==> src/rtl/vfd_scan_pkg.sv <==
package vfd_scan_pkg;

    // Phases of the digit slot scanner.
    typedef enum logic [1:0] {
        ST_LOAD  = 2'd0,
        ST_BLANK = 2'd1,
        ST_ON    = 2'd2,
        ST_DARK  = 2'd3
    } scan_state_e;

endpackage

==> src/rtl/vfd_tick_gen.sv <==
module vfd_tick_gen #(
    parameter int PRE_DIV = 50
) (
    input  logic clk,
    input  logic rst_n,
    output logic tick_o
);
    localparam int CW = (PRE_DIV > 1) ? $clog2(PRE_DIV) : 1;

    logic [CW-1:0] cnt_q;

    assign tick_o = (cnt_q == CW'(PRE_DIV - 1));

    always_ff @(posedge clk or negedge rst_n) begin
        if (!rst_n) begin
            cnt_q <= '0;
        end else if (tick_o) begin
            cnt_q <= '0;
        end else begin
            cnt_q <= cnt_q + 1'b1;
        end
    end

    generate
        if (PRE_DIV > 1) begin : g_gap
            // ticks are spaced, never back to back when dividing
            a_r3_tick_gap: assert property (@(posedge clk) disable iff (!rst_n)
                tick_o |=> !tick_o);
        end
    endgenerate

endmodule

==> src/rtl/vfd_cfg_snap.sv <==
module vfd_cfg_snap #(
    parameter int CNT_W    = 12,
    parameter int DIM_W    = 4,
    parameter int SLOT_MAX = 1250,
    parameter int BAND_LO  = 250,
    parameter int BAND_HI  = 500
) (
    input  logic             clk,
    input  logic             rst_n,
    input  logic             load_i,
    input  logic [CNT_W-1:0] slot_req_i,
    input  logic [CNT_W-1:0] blank_req_i,
    input  logic [DIM_W-1:0] dim_req_i,
    output logic [CNT_W-1:0] slot_o,
    output logic [CNT_W-1:0] blank_o,
    output logic [CNT_W-1:0] on_o
);
    localparam int SLOT_MIN = 2;
    localparam int BAND_FIX = (BAND_HI + 1 > SLOT_MAX) ? SLOT_MAX : BAND_HI + 1;
    localparam int PW       = CNT_W + DIM_W;
    localparam logic [PW-1:0] DIM_FULL = PW'((1 << DIM_W) - 1);

    logic [CNT_W-1:0] slot_c, blank_c, span_c, on_c;
    logic [PW-1:0]    prod_c;

    // Slot clamp: floor, minimum scan rate, forbidden band.
    always_comb begin
        if (slot_req_i < CNT_W'(SLOT_MIN)) begin
            slot_c = CNT_W'(SLOT_MIN);
        end else if (slot_req_i > CNT_W'(SLOT_MAX)) begin
            slot_c = CNT_W'(SLOT_MAX);
        end else if (slot_req_i >= CNT_W'(BAND_LO) && slot_req_i <= CNT_W'(BAND_HI)) begin
            slot_c = CNT_W'(BAND_FIX);
        end else begin
            slot_c = slot_req_i;
        end
    end

    // Blanking needs at least one tick and must leave one tick of slot.
    always_comb begin
        if (blank_req_i == '0) begin
            blank_c = CNT_W'(1);
        end else if (blank_req_i > slot_c - CNT_W'(1)) begin
            blank_c = slot_c - CNT_W'(1);
        end else begin
            blank_c = blank_req_i;
        end
        span_c = slot_c - blank_c;
        prod_c = {{DIM_W{1'b0}}, span_c} * {{CNT_W{1'b0}}, dim_req_i};
        on_c   = CNT_W'(prod_c / DIM_FULL);
    end

    always_ff @(posedge clk or negedge rst_n) begin
        if (!rst_n) begin
            slot_o  <= CNT_W'(SLOT_MIN);
            blank_o <= CNT_W'(1);
            on_o    <= '0;
        end else if (load_i) begin
            slot_o  <= slot_c;
            blank_o <= blank_c;
            on_o    <= on_c;
        end
    end

    // an applied slot is always a legal length
    a_r6_slot_legal: assert property (@(posedge clk) disable iff (!rst_n)
        (slot_o >= CNT_W'(SLOT_MIN)) && (slot_o <= CNT_W'(SLOT_MAX)) &&
        !((slot_o >= CNT_W'(BAND_LO)) && (slot_o <= CNT_W'(BAND_HI))));

    // blanking and window fit inside the slot
    a_r5_window_fits: assert property (@(posedge clk) disable iff (!rst_n)
        (blank_o >= CNT_W'(1)) && ({1'b0, blank_o} + {1'b0, on_o} <= {1'b0, slot_o}));

endmodule

==> src/rtl/vfd_digit_store.sv <==
module vfd_digit_store #(
    parameter int N_GRID = 8,
    parameter int SEG_W  = 8,
    parameter int ADDR_W = 4,
    parameter int IDX_W  = 3
) (
    input  logic              clk,
    input  logic              rst_n,
    input  logic              wr_en,
    input  logic [ADDR_W-1:0] wr_addr,
    input  logic [SEG_W-1:0]  wr_data,
    input  logic              load_i,
    input  logic [IDX_W-1:0]  rd_idx,
    output logic [SEG_W-1:0]  pat_o
);
    logic [SEG_W-1:0] live_q  [N_GRID];
    logic [SEG_W-1:0] shown_q [N_GRID];

    generate
        for (genvar k = 0; k < N_GRID; k++) begin : g_digit
            logic hit;
            assign hit = wr_en && (wr_addr == ADDR_W'(k));

            always_ff @(posedge clk or negedge rst_n) begin
                if (!rst_n) begin
                    live_q[k]  <= '0;
                    shown_q[k] <= '0;
                end else begin
                    if (hit) begin
                        live_q[k] <= wr_data;
                    end
                    if (load_i) begin
                        shown_q[k] <= live_q[k];
                    end
                end
            end
        end
    endgenerate

    assign pat_o = shown_q[rd_idx];

endmodule

==> src/rtl/vfd_scan_ctrl.sv <==
module vfd_scan_ctrl
    import vfd_scan_pkg::*;
#(
    parameter int N_GRID      = 8,
    parameter int SEG_W       = 8,
    parameter int CNT_W       = 12,
    parameter int DIM_W       = 4,
    parameter int CLK_HZ      = 50_000_000,
    parameter int TICK_HZ     = 1_000_000,
    parameter int MIN_SCAN_HZ = 100,
    parameter int ADDR_W      = $clog2(N_GRID) + 1
) (
    input  logic              clk,
    input  logic              rst_n,
    input  logic              dig_wr_en,
    input  logic [ADDR_W-1:0] dig_wr_addr,
    input  logic [SEG_W-1:0]  dig_wr_data,
    input  logic [CNT_W-1:0]  slot_len_i,
    input  logic [CNT_W-1:0]  blank_len_i,
    input  logic [DIM_W-1:0]  dim_i,
    output logic [N_GRID-1:0] grid_o,
    output logic [SEG_W-1:0]  anode_o
);
    localparam int IDX_W    = (N_GRID > 1) ? $clog2(N_GRID) : 1;
    localparam int PRE_DIV  = (CLK_HZ / TICK_HZ > 0) ? CLK_HZ / TICK_HZ : 1;
    localparam int SLOT_MAX = TICK_HZ / (MIN_SCAN_HZ * N_GRID);
    localparam int BAND_LO  = TICK_HZ / (500 * N_GRID);
    localparam int BAND_HI  = TICK_HZ / (250 * N_GRID);

    scan_state_e      state_q, state_d;
    logic [IDX_W-1:0] idx_q, idx_d;
    logic [CNT_W-1:0] pos_q, pos_d;
    logic [CNT_W-1:0] slot_q, blank_q, on_q;
    logic [CNT_W:0]   pos_inc, on_end;
    logic [SEG_W-1:0] pat;
    logic             tick, last_pos, last_idx, frame_load;

    vfd_tick_gen #(.PRE_DIV(PRE_DIV)) u_tick (
        .clk    (clk),
        .rst_n  (rst_n),
        .tick_o (tick)
    );

    vfd_cfg_snap #(
        .CNT_W    (CNT_W),
        .DIM_W    (DIM_W),
        .SLOT_MAX (SLOT_MAX),
        .BAND_LO  (BAND_LO),
        .BAND_HI  (BAND_HI)
    ) u_cfg (
        .clk         (clk),
        .rst_n       (rst_n),
        .load_i      (frame_load),
        .slot_req_i  (slot_len_i),
        .blank_req_i (blank_len_i),
        .dim_req_i   (dim_i),
        .slot_o      (slot_q),
        .blank_o     (blank_q),
        .on_o        (on_q)
    );

    vfd_digit_store #(
        .N_GRID (N_GRID),
        .SEG_W  (SEG_W),
        .ADDR_W (ADDR_W),
        .IDX_W  (IDX_W)
    ) u_store (
        .clk     (clk),
        .rst_n   (rst_n),
        .wr_en   (dig_wr_en),
        .wr_addr (dig_wr_addr),
        .wr_data (dig_wr_data),
        .load_i  (frame_load),
        .rd_idx  (idx_q),
        .pat_o   (pat)
    );

    assign last_pos   = (pos_q == slot_q - CNT_W'(1));
    assign last_idx   = (idx_q == IDX_W'(N_GRID - 1));
    assign pos_inc    = {1'b0, pos_q} + 1'b1;
    assign on_end     = {1'b0, blank_q} + {1'b0, on_q};
    assign frame_load = (state_q == ST_LOAD) ||
                        ((state_q != ST_LOAD) && tick && last_pos && last_idx);

    // Next state, digit index and slot position.
    always_comb begin
        state_d = state_q;
        idx_d   = idx_q;
        pos_d   = pos_q;
        unique case (state_q)
            ST_LOAD: begin
                state_d = ST_BLANK;
                idx_d   = '0;
                pos_d   = '0;
            end
            ST_BLANK, ST_ON, ST_DARK: begin
                if (tick) begin
                    if (last_pos) begin
                        state_d = ST_BLANK;
                        pos_d   = '0;
                        idx_d   = last_idx ? '0 : idx_q + 1'b1;
                    end else begin
                        pos_d = pos_inc[CNT_W-1:0];
                        if (pos_inc < {1'b0, blank_q}) begin
                            state_d = ST_BLANK;
                        end else if (pos_inc < on_end) begin
                            state_d = ST_ON;
                        end else begin
                            state_d = ST_DARK;
                        end
                    end
                end
            end
        endcase
    end

    // State register.
    always_ff @(posedge clk or negedge rst_n) begin
        if (!rst_n) begin
            state_q <= ST_LOAD;
            idx_q   <= '0;
            pos_q   <= '0;
        end else begin
            state_q <= state_d;
            idx_q   <= idx_d;
            pos_q   <= pos_d;
        end
    end

    // Outputs decoded from the registered state.
    always_comb begin
        grid_o  = '0;
        anode_o = '0;
        if (state_q == ST_ON) begin
            grid_o[idx_q] = 1'b1;
        end
        if (state_q != ST_LOAD) begin
            anode_o = pat;
        end
    end

    // at most one grid lit
    a_r1_grid_onehot: assert property (@(posedge clk) disable iff (!rst_n)
        $onehot0(grid_o));

    // anode pattern is frozen while a grid stays lit
    a_r2_anode_steady: assert property (@(posedge clk) disable iff (!rst_n)
        (grid_o != '0 && $past(grid_o) != '0) |-> (anode_o == $past(anode_o)));

    // no direct hand-over from one grid to another
    a_r3_no_direct_switch: assert property (@(posedge clk) disable iff (!rst_n)
        ($past(grid_o) != '0 && grid_o != $past(grid_o)) |-> (grid_o == '0));

    // anodes only reload while every grid is dark
    a_r4_anode_switch_dark: assert property (@(posedge clk) disable iff (!rst_n)
        (anode_o != $past(anode_o)) |-> (grid_o == '0));

    // a grid never lights in the same cycle its pattern arrives
    a_r4_rise_after_load: assert property (@(posedge clk) disable iff (!rst_n)
        (grid_o != '0 && $past(grid_o) == '0) |-> (anode_o == $past(anode_o)));

endmodule

==> config.mk <==
export PLATFORM = sky130hd
export DESIGN_NAME = vfd_scan_ctrl
export DESIGN_NICKNAME = d
export VERILOG_FILES = /design/src/rtl/vfd_scan_pkg.sv /design/src/rtl/vfd_tick_gen.sv /design/src/rtl/vfd_cfg_snap.sv /design/src/rtl/vfd_digit_store.sv /design/src/rtl/vfd_scan_ctrl.sv
export SDC_FILE = /design/constraint.sdc
export NUM_CORES = 1
export LEC_CHECK = 0
export CORE_UTILIZATION = 35
export CTS_BUF_LIST = sky130_fd_sc_hd__clkbuf_4 sky130_fd_sc_hd__clkbuf_8 sky130_fd_sc_hd__clkbuf_16
export DETAILED_ROUTE_END_ITERATION = 16
export PLACE_DENSITY = 0.47
export SYNTH_ARGS = -nofsm -noshare
export SYNTH_HDL_FRONTEND = slang
export SYNTH_HIERARCHICAL = 1
export SYNTH_SLANG_ARGS = --single-unit
==> constraint.sdc <==
create_clock -name clk -period 8.15 [get_ports clk]
set_input_delay 1.63 -clock clk [delete_from_list [all_inputs] [get_ports clk]]
set_output_delay 1.63 -clock clk [all_outputs]
set_load 0.02 [all_outputs]
==> impl_metrics.csv <==
group,metric,value,unit
final_layout,drive_above_1_share,0.442,
synth,synth_top_flop_cell,"dfrtp_1",
synth,async_reset_ff_frac,1.00,
route,wl_per_cell,18.2,um
setup_path,slowest_stage,"or4_4",
setup_path,worstSetupPathType,"input port to flop",
final_layout,final_nets,1926,
setup_path,max_stage_delay,0.56,ns
synth,netlist_area,14000,um^2
job,maxCapViolCount,0,
place,io_buffers,58,
floorplan,ioPinCount,59,
worst_hold_path,min_path_type,"flop to flop",
synth,synth_edf_count,0,
timing,fmax,0.0747,GHz
grt,grt_max_degree,108,
setup_path,arrival,13.75,ns
timing,fin_skew,0.0130,ns
timing,finalSetupViolCount,12,
setup_path,path_buf_inv,15,
route,drt-total-wl,41900,um
clock_network,numCtsBuffers,17,
final_layout,regArea,4680,um^2
clock_network,cts_htree_levels,4,
timing,final-max-slew-violation-count,0,
grt,grtUsageTotal,0.207,
timing,fin_crit,13.38,ns
grt,grt_pass1_vias,12300,
setup_path,crit_path_start_kind,"input port",
setup_path,end_kind,"flop",
synth,ys_seq_area_frac,0.335,
place,hpwl,30600,um
floorplan,rows,72,
grt,grt_pass1_wl,66600,um
clock_network,clockRootBuffer,"clkbuf_16",
synth,synth.largest_area_cell,"dfrtp_1",
route,via_per_inst,5.21,
synth,yosysWarnings,6,
grt,antenna_found_initial,0,
timing,slew_headroom,0.261,
clock_network,clk_path_buf_depth,2,
worst_hold_path,hp-start,"u_store/live_q[35]$_DFFE_PN0P_",
synth,synth_cell_types,105,
setup_path,timing.rr.end,"u_store/shown_q[47]$_DFFE_PN0P_",
floorplan,initial_utilization,0.359,
synth,syn-num-nets,1556,
route,drt-pass1-iter-count,4,
worst_hold_path,worstHoldPathCells,1,
place,gp_congestion,0.902,
final_layout,multiInputGateArea,10100,um^2
synth,yosys.area.top_type_share,0.331,
setup_path,cp_common_cell,"buf_4",
final_layout,fillers,3565,
setup_path,rr_startpoint,"u_cfg/slot_o[1]$_DFFE_PN1P_",
setup_path,reg2regPathDepth,11,
setup_path,worstPathRequired,8.51,ns
clock_network,clkTransAtPathRegs,0.07,ns
floorplan,die_area,40800,um^2
floorplan,die_width,202,um
floorplan,die_h,202,um
route,drcViolationCount,0,
timing,finalHoldWorstSlack,0.499,ns
setup_path,rrSetupSlack,3.68,ns
setup_path,critPathLaunch,"slot_len_i[8]",
grt,grt-ovfl-total,0,
setup_path,crit_family,"compound AO/OA/AOI/OAI gates",
setup_path,crit_fanout,7,
clock_network,clock_latency,0.45,ns
timing,rsz0062_at_grt,"true",
synth,avgSynthCellArea,9.95,um^2
timing,finalHoldViolations,0,
floorplan,fp.coreArea,39000,um^2
clock_network,hold_buffers,0,
clock_network,clock-sinks,187,
synth,synth_commonest_cells,"dfrtp_1, mux2_2, nand2_1, nor2_1, ha_1",
synth,synthTopCellsByArea,"dfrtp_1, mux2_2, ha_1, fa_1, mux4_1",
route,vias,12000,
timing,tightest_slew,1.08,ns
final_layout,synthToLayoutAreaGrowth,41.0,%
synth,synthMostInstantiatedCell,"dfrtp_1",
synth,synth_cells,1406,
route,drt_first_iter_violations,491,
timing,post-route-period-util,1.64,
synth,synth.ff_latch_count,187,
worst_hold_path,holdPathEnd,"u_store/shown_q[35]$_DFFE_PN0P_",
status,outcome,"finished, violations left",
status,violations,"negative setup slack",
clock_network,cts_tree,"yes",
timing,setup_ws,-5.23,ns
route,ant_nets,0,
final_layout,n_antenna_cell,0,
[what timing repair did]
action | 4_1_cts | 5_1_grt
resized for setup | 203 | 109
pin swaps | 125 | 96
setup buffers | 59 | 33
endpoints found under the setup margin | 12 | 12
endpoints found under the hold margin | 0 | 0
[worst register-to-register path: cells and delay by family, from the launching register on]
kind / cells / cell delay [ns]
AO/OA/AOI/OAI: 3 / 1.18
adder cells (fa/ha/maj): 1 / 0.19
buffers and inverters: 2 / 0.84
flip-flops: 1 / 0.55
multiplexers: 1 / 0.49
AND/OR/NAND/NOR: 4 / 1.13
[layout make-up]
cell class,instances,area share
clock buffers,20,0.0230
clock inverters,12,0.00767
inverters,81,0.0154
multi-input cells,1080,0.514
flip-flops and latches,187,0.237
well taps,518,0.0328
repair buffers,409,0.170
[cell usage in the layout, fill, tap and decap left out, drive strengths merged, types with 15 or more instances in the layout]
cell type,netlist,final
fa,22,22
nand3,39,39
xor2,33,33
ha,85,85
o21ai,56,56
inv,80,86
nand2,94,94
xnor2,39,39
a21o,25,25
a21oi,75,75
mux2,149,149
nor3,29,29
o211ai,18,18
nor2b,25,25
dfrtp,185,185
mux4,16,16
nand2b,15,15
nor2,90,90
clkbuf,39,22
clkdlybuf4s50,0,45
and2,38,38
buf,19,357
a31oi,17,17
[logic make-up (layout without fill, tap and decap cells)]
logic type                 Yosys count  count (layout)  share of synthesized area
and+or+nand+nor                    425             425                      0.163
AOI/OAI and AO/OA                  302             302                      0.152
DFF                                187             187                      0.335
muxes                              172             172                      0.155
buffers and inverters              139             522                     0.0418
adders and majority gates          108             108                      0.108
xor gates and xnor gates            72              72                     0.0451
other                                1               1                   0.000268
[per-stage QoR]
| stage | setup TNS [ns] | std cells | setup WS (ns) | util | area, um^2 |
|---|---|---|---|---|---|
| after CTS | -43.07 | 2281 | -5.22 | 0.487 | 19000 |
| after detailed placement | -60.04 | 2196 | -6.74 | 0.443 | 17300 |
| after global routing | -48.69 | 2307 | -5.79 | 0.506 | 19700 |
| after floorplan | -44.52 | 1406 | -5.50 | - | 14300 |
| after global placement | -60.63 | 2196 | -6.79 | 0.443 | 17300 |
| final | -42.93 | 2307 | -5.23 | 0.506 | 19700 |
[metal layers]
layer,GRT usage,vias to the layer above,part of all wire
li1,-,5869,-
met1,0.280,5963,0.47
met2,0.338,147,0.48
met3,0.0284,46,0.025
met4,0.0679,0,0.023
met5,0,-,0
[worst max-delay path by stage]
stage / end / slack, ns / cells past startpoint
5_1_grt: u_cfg/on_o[0]$_DFFE_PN0P_ / -5.79 / 62
4_1_cts: u_cfg/on_o[0]$_DFFE_PN0P_ / -5.22 / 60
3_5_place_dp: u_cfg/on_o[0]$_DFFE_PN0P_ / -6.74 / 58
3_3_place_gp: u_cfg/on_o[0]$_DFFE_PN0P_ / -6.79 / 59
6_report: u_cfg/on_o[0]$_DFFE_PN0P_ / -5.23 / 58
2_1_floorplan: u_cfg/on_o[0]$_DFFE_PN0P_ / -5.50 / 62
[sequential cells by signal, indices dropped and copies added (netlist names)]
signal,cells
u_tick/cnt_q,6
pos_q,12
u_cfg/blank_o,12
u_store/live_q,64
state_q,2
idx_q,3
u_cfg/slot_o,12
u_cfg/on_o,12
u_store/shown_q,64
Power is left out: the tool's default activity adds up to more than one toggle a clock period on the data nets, which glitch-free logic cannot reach.
